**src/rtl/gpio_regbank_pkg.sv**
```systemverilog
package gpio_regbank_pkg;

    localparam int ADDR_W = 3;

    typedef enum logic [ADDR_W-1:0] {
        REG_DATA    = 3'd0,
        REG_SET     = 3'd1,
        REG_CLR     = 3'd2,
        REG_DIR_OUT = 3'd3,
        REG_DIR_IN  = 3'd4
    } gpio_reg_e;

    typedef struct packed {
        logic      wr;
        gpio_reg_e sel;
    } gpio_wcmd_t;

    function automatic bit width_ok(int w);
        return (w == 8) || (w == 16) || (w == 32) || (w == 64);
    endfunction

    function automatic bit addr_mapped(logic [ADDR_W-1:0] a);
        return a <= 3'd4;
    endfunction

endpackage

```
**src/rtl/gpio_sync.sv**
```systemverilog
module gpio_sync #(
    parameter int WIDTH = 32
) (
    input  logic             clk,
    input  logic             rst,
    input  logic [WIDTH-1:0] d,
    output logic [WIDTH-1:0] q
);
    logic [WIDTH-1:0] stage1;
    logic [WIDTH-1:0] stage2;

    always_ff @(posedge clk) begin
        if (rst) begin
            stage1 <= '0;
            stage2 <= '0;
        end else begin
            stage1 <= d;
            stage2 <= stage1;
        end
    end

    assign q = stage2;
endmodule

```
**src/rtl/gpio_lane_map.sv**
```systemverilog
module gpio_lane_map #(
    parameter int WIDTH     = 32,
    parameter bit MIRROR    = 1'b0,
    parameter bit BYTE_SWAP = 1'b0
) (
    input  logic [WIDTH-1:0] src,
    output logic [WIDTH-1:0] dst
);
    localparam int NB      = WIDTH / 8;
    localparam bit DO_SWAP = BYTE_SWAP && (WIDTH > 8) && (WIDTH < 64);

    logic [WIDTH-1:0] swapped;

    // The swap and the mirror each undo themselves and commute,
    // so one mapper serves both the write and the read direction.
    generate
        if (DO_SWAP) begin : g_swap
            for (genvar b = 0; b < NB; b++) begin : g_byte
                assign swapped[8*b +: 8] = src[8*(NB-1-b) +: 8];
            end
        end else begin : g_noswap
            assign swapped = src;
        end

        if (MIRROR) begin : g_mirror
            for (genvar n = 0; n < WIDTH; n++) begin : g_bit
                assign dst[n] = swapped[WIDTH-1-n];
            end
        end else begin : g_straight
            assign dst = swapped;
        end
    endgenerate
endmodule

```
**src/rtl/gpio_out_latch.sv**
```systemverilog
module gpio_out_latch
    import gpio_regbank_pkg::*;
#(
    parameter int WIDTH   = 32,
    parameter bit HAS_CLR = 1'b1
) (
    input  logic             clk,
    input  logic             rst,
    input  gpio_wcmd_t       cmd,
    input  logic [WIDTH-1:0] wv,
    output logic [WIDTH-1:0] out_q,
    output logic [WIDTH-1:0] dir_q
);
    logic [WIDTH-1:0] out_nx;
    logic [WIDTH-1:0] dir_nx;

    always_comb begin
        out_nx = out_q;
        dir_nx = dir_q;
        if (cmd.wr) begin
            case (cmd.sel)
                REG_DATA:    out_nx = wv;
                REG_SET:     out_nx = HAS_CLR ? (out_q | wv) : wv;
                REG_CLR:     out_nx = HAS_CLR ? (out_q & ~wv) : out_q;
                REG_DIR_OUT: dir_nx = wv;
                REG_DIR_IN:  dir_nx = ~wv;
                default:     ;
            endcase
        end
    end

    always_ff @(posedge clk) begin
        if (rst) begin
            out_q <= '0;
            dir_q <= '0;
        end else begin
            out_q <= out_nx;
            dir_q <= dir_nx;
        end
    end

    assert_reset_state_R1: assert property (@(posedge clk)
        $past(rst) |-> (out_q == '0) && (dir_q == '0));

    assert_dir_hold_R8: assert property (@(posedge clk) disable iff (rst)
        !(cmd.wr && (cmd.sel == REG_DIR_OUT || cmd.sel == REG_DIR_IN))
        |=> $stable(dir_q));

    assert_data_load_R6: assert property (@(posedge clk) disable iff (rst)
        (cmd.wr && cmd.sel == REG_DATA) |=> (out_q == $past(wv)));

    generate
        if (HAS_CLR) begin : g_clr_checks
            assert_set_high_R3: assert property (@(posedge clk) disable iff (rst)
                (cmd.wr && cmd.sel == REG_SET)
                |=> ((out_q & $past(wv)) == $past(wv)));

            assert_clr_low_R4: assert property (@(posedge clk) disable iff (rst)
                (cmd.wr && cmd.sel == REG_CLR)
                |=> ((out_q & $past(wv)) == '0));
        end else begin : g_noclr_checks
            assert_clr_ignored_R5: assert property (@(posedge clk) disable iff (rst)
                (cmd.wr && cmd.sel == REG_CLR) |=> $stable(out_q));
        end
    endgenerate
endmodule

```
**src/rtl/gpio_regbank.sv**
```systemverilog
module gpio_regbank
    import gpio_regbank_pkg::*;
#(
    parameter int WIDTH        = 32,
    parameter bit MIRROR       = 1'b0,
    parameter bit BYTE_SWAP    = 1'b0,
    parameter bit HAS_CLR      = 1'b1,
    parameter bit SET_READBACK = 1'b1
) (
    input  logic              clk,
    input  logic              rst,
    input  logic [ADDR_W-1:0] bus_addr,
    input  logic              bus_wen,
    input  logic [WIDTH-1:0]  bus_wdata,
    input  logic              bus_ren,
    output logic [WIDTH-1:0]  bus_rdata,
    input  logic [WIDTH-1:0]  pin_in,
    output logic [WIDTH-1:0]  pin_out,
    output logic [WIDTH-1:0]  pin_oe
);
    generate
        if (!width_ok(WIDTH)) begin : g_bad_width
            $error("gpio_regbank: WIDTH must be 8, 16, 32 or 64");
        end
        if (BYTE_SWAP && WIDTH == 64) begin : g_bad_swap
            $error("gpio_regbank: byte swapping is not allowed at width 64");
        end
    endgenerate

    gpio_wcmd_t       wcmd;
    logic [WIDTH-1:0] wr_line;
    logic [WIDTH-1:0] out_q;
    logic [WIDTH-1:0] dir_q;
    logic [WIDTH-1:0] pin_sync;
    logic [WIDTH-1:0] rd_line;
    logic [WIDTH-1:0] rd_bus;

    assign wcmd.wr  = bus_wen && addr_mapped(bus_addr);
    assign wcmd.sel = gpio_reg_e'(bus_addr);

    gpio_lane_map #(.WIDTH(WIDTH), .MIRROR(MIRROR), .BYTE_SWAP(BYTE_SWAP)) u_wmap (
        .src (bus_wdata),
        .dst (wr_line)
    );

    gpio_out_latch #(.WIDTH(WIDTH), .HAS_CLR(HAS_CLR)) u_latch (
        .clk   (clk),
        .rst   (rst),
        .cmd   (wcmd),
        .wv    (wr_line),
        .out_q (out_q),
        .dir_q (dir_q)
    );

    gpio_sync #(.WIDTH(WIDTH)) u_sync (
        .clk (clk),
        .rst (rst),
        .d   (pin_in),
        .q   (pin_sync)
    );

    always_comb begin
        case (bus_addr)
            REG_DATA:    rd_line = pin_sync;
            REG_SET:     rd_line = SET_READBACK ? out_q : '0;
            REG_DIR_OUT: rd_line = dir_q;
            REG_DIR_IN:  rd_line = ~dir_q;
            default:     rd_line = '0;
        endcase
    end

    gpio_lane_map #(.WIDTH(WIDTH), .MIRROR(MIRROR), .BYTE_SWAP(BYTE_SWAP)) u_rmap (
        .src (rd_line),
        .dst (rd_bus)
    );

    always_ff @(posedge clk) begin
        if (rst) begin
            bus_rdata <= '0;
        end else if (bus_ren) begin
            bus_rdata <= rd_bus;
        end else begin
            bus_rdata <= '0;
        end
    end

    assign pin_out = out_q;
    assign pin_oe  = dir_q;

    assert_rdata_idle_R12: assert property (@(posedge clk) disable iff (rst)
        !bus_ren |=> (bus_rdata == '0));

    assert_unmapped_zero_R12: assert property (@(posedge clk) disable iff (rst)
        (bus_ren && !addr_mapped(bus_addr)) |=> (bus_rdata == '0));

    assert_clr_reads_zero_R4: assert property (@(posedge clk) disable iff (rst)
        (bus_ren && bus_addr == REG_CLR) |=> (bus_rdata == '0));

    assert_unmapped_write_R12: assert property (@(posedge clk) disable iff (rst)
        (bus_wen && !addr_mapped(bus_addr)) |=> ($stable(pin_out) && $stable(pin_oe)));
endmodule

```
**config.mk**
```make
export PLATFORM = sky130hd
export DESIGN_NAME = gpio_regbank
export DESIGN_NICKNAME = d
export VERILOG_FILES = /design/src/rtl/gpio_regbank_pkg.sv /design/src/rtl/gpio_sync.sv /design/src/rtl/gpio_lane_map.sv /design/src/rtl/gpio_out_latch.sv /design/src/rtl/gpio_regbank.sv
export SDC_FILE = /design/constraint.sdc
export NUM_CORES = 1
export LEC_CHECK = 0
export ABC_AREA = 1
export BUFFER_PORTS_ARGS = -buffer_cell sky130_fd_sc_hd__buf_4
export CORE_MARGIN = 10
export CORE_UTILIZATION = 45
export CTS_CLUSTER_DIAMETER = 60
export DETAILED_ROUTE_END_ITERATION = 8
export GPL_TIMING_DRIVEN = 0
export PLACE_DENSITY = 0.72
export SLEW_MARGIN = 20
export SYNTH_ARGS = -nofsm -noshare
export SYNTH_HDL_FRONTEND = slang
export SYNTH_SLANG_ARGS = --single-unit
```
**constraint.sdc**
```tcl
create_clock -name clk -period 1.1 [get_ports clk]
set_input_delay 0.055 -clock clk [delete_from_list [all_inputs] [get_ports clk]]
set_output_delay 0.055 -clock clk [all_outputs]
set_load 0.02 [all_outputs]
```
# Yosys cells after proc, flatten, opt, wreduce, memory -nomap -nowiden
# Index checks and enable logic that the tools add are counted.
op_classes:
  n_lt_le_gt_ge: 1
  eq_ne: 4
  mux: 3
  n_bitwise: 5
  reduce_logical: 7
ops:
  columns: ["cell", "count"]
  rows:
  - ["case mux 32 bit (4 select lines)", 1]
  - ["case mux 32 bit (3 select lines)", 1]
  - ["NOT 32 bit", 2]
  - ["case mux 32 bit (2 select lines)", 1]
  - ["bitwise AND 32 bit", 1]
  - ["OR 32 bit", 1]
  - ["== test 3 x 2 -> 1 bit, second input constant", 2]
  - ["AND reduction 2 bit", 2]
  - ["== test 3 x 1 -> 1 bit, second input constant", 1]
  - ["== test 3 bit, second input constant", 1]
  - ["<= comparator 3 bit, second input constant", 1]
  - ["zero test 3 bit", 1]
  - ["nonzero test 3 bit", 1]
  - ["nonzero test 2 bit", 1]
  - ["OR reduction 2 bit", 1]
  - ["logical AND 1 bit", 1]
  - ["NOT 1 bit", 1]
totals:
  regBits: 160
  output_inout_bits: 96
  elab_cells: 25

# Longest topological paths before layout
logic_depth:
  depth_word: 3
  depth_mapped: 9

# Modules after synthesis
# A second synthesis with hierarchy kept.
hier_totals:
  hier_cells: 1141
  hier_area_um2: 7698.6
modules_own_cells:
  columns: ["module", "n_inst", "cells_each", "area_each_um2"]
  rows:
  - ["gpio_out_latch", 1, 531, 3238.1]
  - ["gpio_regbank", 1, 347, 2139.6]
  - ["gpio_sync", 1, 199, 1840.5]
  - ["gpio_lane_map", 2, 32, 240.2]

# Worst setup path after synthesis
# OpenSTA, ideal clock, no wires.
synth_path:
  path_kind: "input -> register"
  startpoint: "in bus_addr[0]"
  endpoint: "reg u_latch.out_q[10]"
  arrival_ns: 0.967
  required_time_ns: 0.968
  slack_ns: 0.001
  stages: 8
  path_buffers: 2
  path_cell_list: "buf_4 o21ai_2 nand2_2 nor2_4 buf_2 nand2_1 nand2_1 a21oi_1"
synth_via:
  elab_chain_len: 3
synth_rtl:
  columns: ["item", "line_no", "source"]
  rows:
  - ["start: declaration", "gpio_regbank.sv:12", "input logic [ADDR_W-1:0] bus_addr,"]
  - ["<= comparator 3 bit, or another cell as far along", "gpio_regbank_pkg.sv:23", "return a <= 3'd4;"]
  - ["logical AND 1 bit or nonzero test 3 bit (tied branches)", null, null]
  - ["AND reduction 2 bit (no line)", null, null]
  - ["end signal: assignment", "gpio_out_latch.sv:37", "out_q <= out_nx;"]
  - ["end: declaration", "gpio_out_latch.sv:11", "output logic [WIDTH-1:0] out_q,"]
# Several ways; a longest one is shown, not always the timed one.
# A chain may end at the register's enable or synchronous reset.

# Worst setup path in the final report
layout_path:
  startpoint: "reg u_latch.out_q[1]"
  endpoint: "out pin_out[1]"
layout_lines:
  columns: ["item", "line_no", "source"]
  rows:
  - ["end: declaration", "gpio_regbank.sv:18", "output logic [WIDTH-1:0] pin_out,"]
# No word-level cell between the ends.

==> impl_metrics.csv <==
group,metric,value,unit
clock_tree,root_buffer,"clkbuf_16",
timing,tightest_slew,611.4,ps
critical_path,startpoint_type,"flip-flop",
detailed_routing,drc,0,
floorplanning,die_w,139.9,µm
timing,skew,5.555,ps
floorplanning,ios,167,
placed_design,io_buffers,165,
detailed_routing,drtIter0Drc,475,
critical_path,crit_chain,"buf_4",
clock_tree,insertion_delay,430,ps
clock_tree,path_clk_slew,70,ps
yosys,ys.flop_type,"dfxtp_1",
placed_design,place_congestion,0.9413,
yosys,ys_seq_area_frac,0.4952,
placed_design,hpwlAfterDp,15040,µm
critical_path,timing.rr.end,"bus_rdata[1]$_SDFF_PP0_",
critical_path,worst_r2r_path_depth,2,
yosys,synthSimpleGateAreaFrac,0.2424,
power_and_ir_drop,max-vdd-ir-drop,1.444,mV
hold_path,hold_path.class,"primary input to flip-flop",
global_route,grt_overflow,0,
yosys,ys_seq_elements,160,
yosys,async_flop_share,0,
yosys,synth_cells,847,
hold_path,min_from,"bus_addr[1]",
global_route,grtUsageTotal,0.2055,
floorplanning,start_util,0.4624,
floorplanning,die_area,19570,µm²
critical_path,path_delay_family,"flip-flops",
critical_path,crit_required,1040,ps
yosys,synth_top_family_by_area,"simple AND/OR/NAND/NOR gates",
yosys,synthTopCellsByCount,"196 x nand2_1, 160 x dfxtp_1, 98 x inv_1, 65 x nand3_1, 65 x nor2_1",
clock_tree,cts.path.max_buffers,2,
placed_design,placed_area,7933,µm²
floorplanning,row_count,43,
global_route,grt_first_pass_wirelength,32410,µm
yosys,synth_top_area_frac,0.4952,
yosys,synthXorXnorAreaFrac,0.04333,
yosys,synth.most_common_cell,"nand2_1",
timing,setup_viol,0,
timing,maxClockFrequency,932.9,MHz
timing,fin_crit,1072,ps
critical_path,crit_fanout,3,
hold_path,min_to,"bus_rdata[31]$_SDFF_PP0_",
power_and_ir_drop,power.density,1525,nW/µm²
critical_path,crit_buf_inv,1,
timing,whs,18.38,ps
clock_tree,htree_levels,4,
yosys,synth_area,6469,µm²
timing,hold_viol_final,0,
yosys,synth_nets,918,
critical_path,cp-end-kind,"primary output",
yosys,synth.area.top_cells,"dfxtp_1 50%, nand2_1 11%, inv_1 5.7%, nand3_1 5.0%, a21oi_1 5.0%",
hold_path,min_path_cells,4,
yosys,synth.area.mux_share,0,
yosys,synth_warnings,0,
floorplanning,core,13990,µm²
timing,final-max-slew-violation-count,0,
final_layout,design_area,9189,µm²
final_layout,fill_cells,1249,
clock_tree,cts_tree,"yes",
yosys,synthAdderAreaFrac,0,
final_layout,multi_input_area,2618,µm²
final_layout,final_core_util,0.6569,
detailed_routing,wl_per_cell,16.12,µm
final_layout,drive_above_1_share,0.2085,
global_route,grt_pass1_vias,6002,
yosys,synth-edff-count,0,
global_route,antenna_found_initial,1,
critical_path,crit_slowest_cell,"dfxtp_1",
power_and_ir_drop,power,14.01,mW
detailed_routing,vias_per_cell,4.888,
yosys,synth_compound_area_frac,0.1190,
timing,fin_crit_sh,0.9744,
yosys,syn_avg_cell_area,7.637,µm²
final_layout,area_delta_synth_final,42.05,%
detailed_routing,vias,6301,
placed_design,post-place-ws,-380.8,ps
detailed_routing,drtPass1Iterations,5,
critical_path,crit_type,"flip-flop to primary output",
clock_tree,clkSinkCount,160,
yosys,ys_types,21,
final_layout,seqCellArea,3203,µm²
timing,finalWorstSetupSlack,28.11,ps
timing,slew_headroom,0.5924,
critical_path,crit_arrival,1020,ps
critical_path,r2r-start,"u_latch.out_q[1]$_SDFFE_PP0P_",
detailed_routing,routed_wl,20780,µm
run_status,status,"completed",
clock_tree,cts_buffers,17,
timing,rsz0062_at_grt,"no",
critical_path,cpPeakStageDelay,410,ps
yosys,synth_area_leader_cell,"dfxtp_1",
floorplanning,dieHeight,139.9,µm
run,cap_violations,0,
critical_path,ff2ff_setup_slack,210,ps
final_layout,final_nets,1166,
power_and_ir_drop,leakage,3.956,nW
global_route,grt_max_degree,17,
detailed_routing,antenna_left,0,
kinds of logic after synthesis:
family,Yosys count
flops,160
compound gates,129
buf+inv,161
xor+xnor,32
simple gates,365
timing repair:
item,in CTS,in global routing
gates resized for setup,0,4
buffers inserted,0,0
endpoints found under the hold margin,64,0
setup endpoints to repair,0,8
hold buffers,64,0
registers in the layout, summed over array words and instances (netlist names):
register       cells
u_sync.q          32
u_latch.dir_q     32
u_sync.stage1     32
bus_rdata         32
u_latch.out_q     32
area by class of cell:
type	count	area share
clock buffers	17	0.04630
plain buffers	61	0.03009
multi-input cells	526	0.2849
clock inverters	15	0.02002
diodes	1	0.0002723
flip-flops and latches	160	0.3486
inverters	100	0.04085
repair buffers	229	0.2045
well taps	180	0.02451
placed cells by master (no fill, tap or decap):
master           n
nand2_1        196
buf_4          172
dfxtp_1        160
inv_1           98
nand3_1         65
nor2_1          65
a21oi_1         64
dlygate4sd3_1   64
o21a_1          32
nand4_1         32
a31oi_1         32
xor2_1          32
clkbuf_1        29
clkbuf_16       17
buf_2           14
buf_1            8
clkinv_4         4
clkbuf_2         3
bufinv_16        3
clkinvlp_4       3
inv_6            3
nor2_4           2
inv_2            2
nand2_2          2
clkinv_2         2
diode_2          1
nand2_4          1
nor2_2           1
o21ai_2          1
nand3_2          1
metrics by stage:
stage	cells	TNS, ps
5_1_grt	1289	0
2_1_floorplan	847	0
6_report	1289	0
4_1_cts	1288	0
3_5_place_dp	1192	-30270
3_3_place_gp	1192	-26520
report_power, final:
group          switching (mW)  internal [mW]  total, mW  leakage [nW]
registers               0.137           6.03       6.17          1.31
logic                   0.992          0.765       1.76          2.36
clock network            2.50           3.59       6.09         0.290
total                    3.62           10.4       14.0          3.96
how the worst max path moves through the flow:
stage | slack (ps) | from | depth (start not counted) | to
2_1_floorplan | 1 | bus_addr[0] | 8 | u_latch.out_q[10]$_SDFFE_PP0P_
3_3_place_gp | -370 | bus_addr[2] | 6 | bus_rdata[2]$_SDFF_PP0_
3_5_place_dp | -380 | bus_addr[2] | 6 | bus_rdata[2]$_SDFF_PP0_
4_1_cts | 20 | u_latch.out_q[2]$_SDFFE_PP0P_ | 1 | pin_out[2]
5_1_grt | 1 | u_latch.dir_q[8]$_SDFFE_PP0P_ | 1 | pin_oe[8]
6_report | 30 | u_latch.out_q[1]$_SDFFE_PP0P_ | 1 | pin_out[1]
per-layer routing:
layer,vias up,GRT usage,wire length (µm)
li1,3204,-,-
met1,2786,0.2513,8647
met2,274,0.3341,9917
met3,37,0.05713,1723
met5,-,0,0
met4,0,0.08207,486
Power figures use the tool's default switching activity.
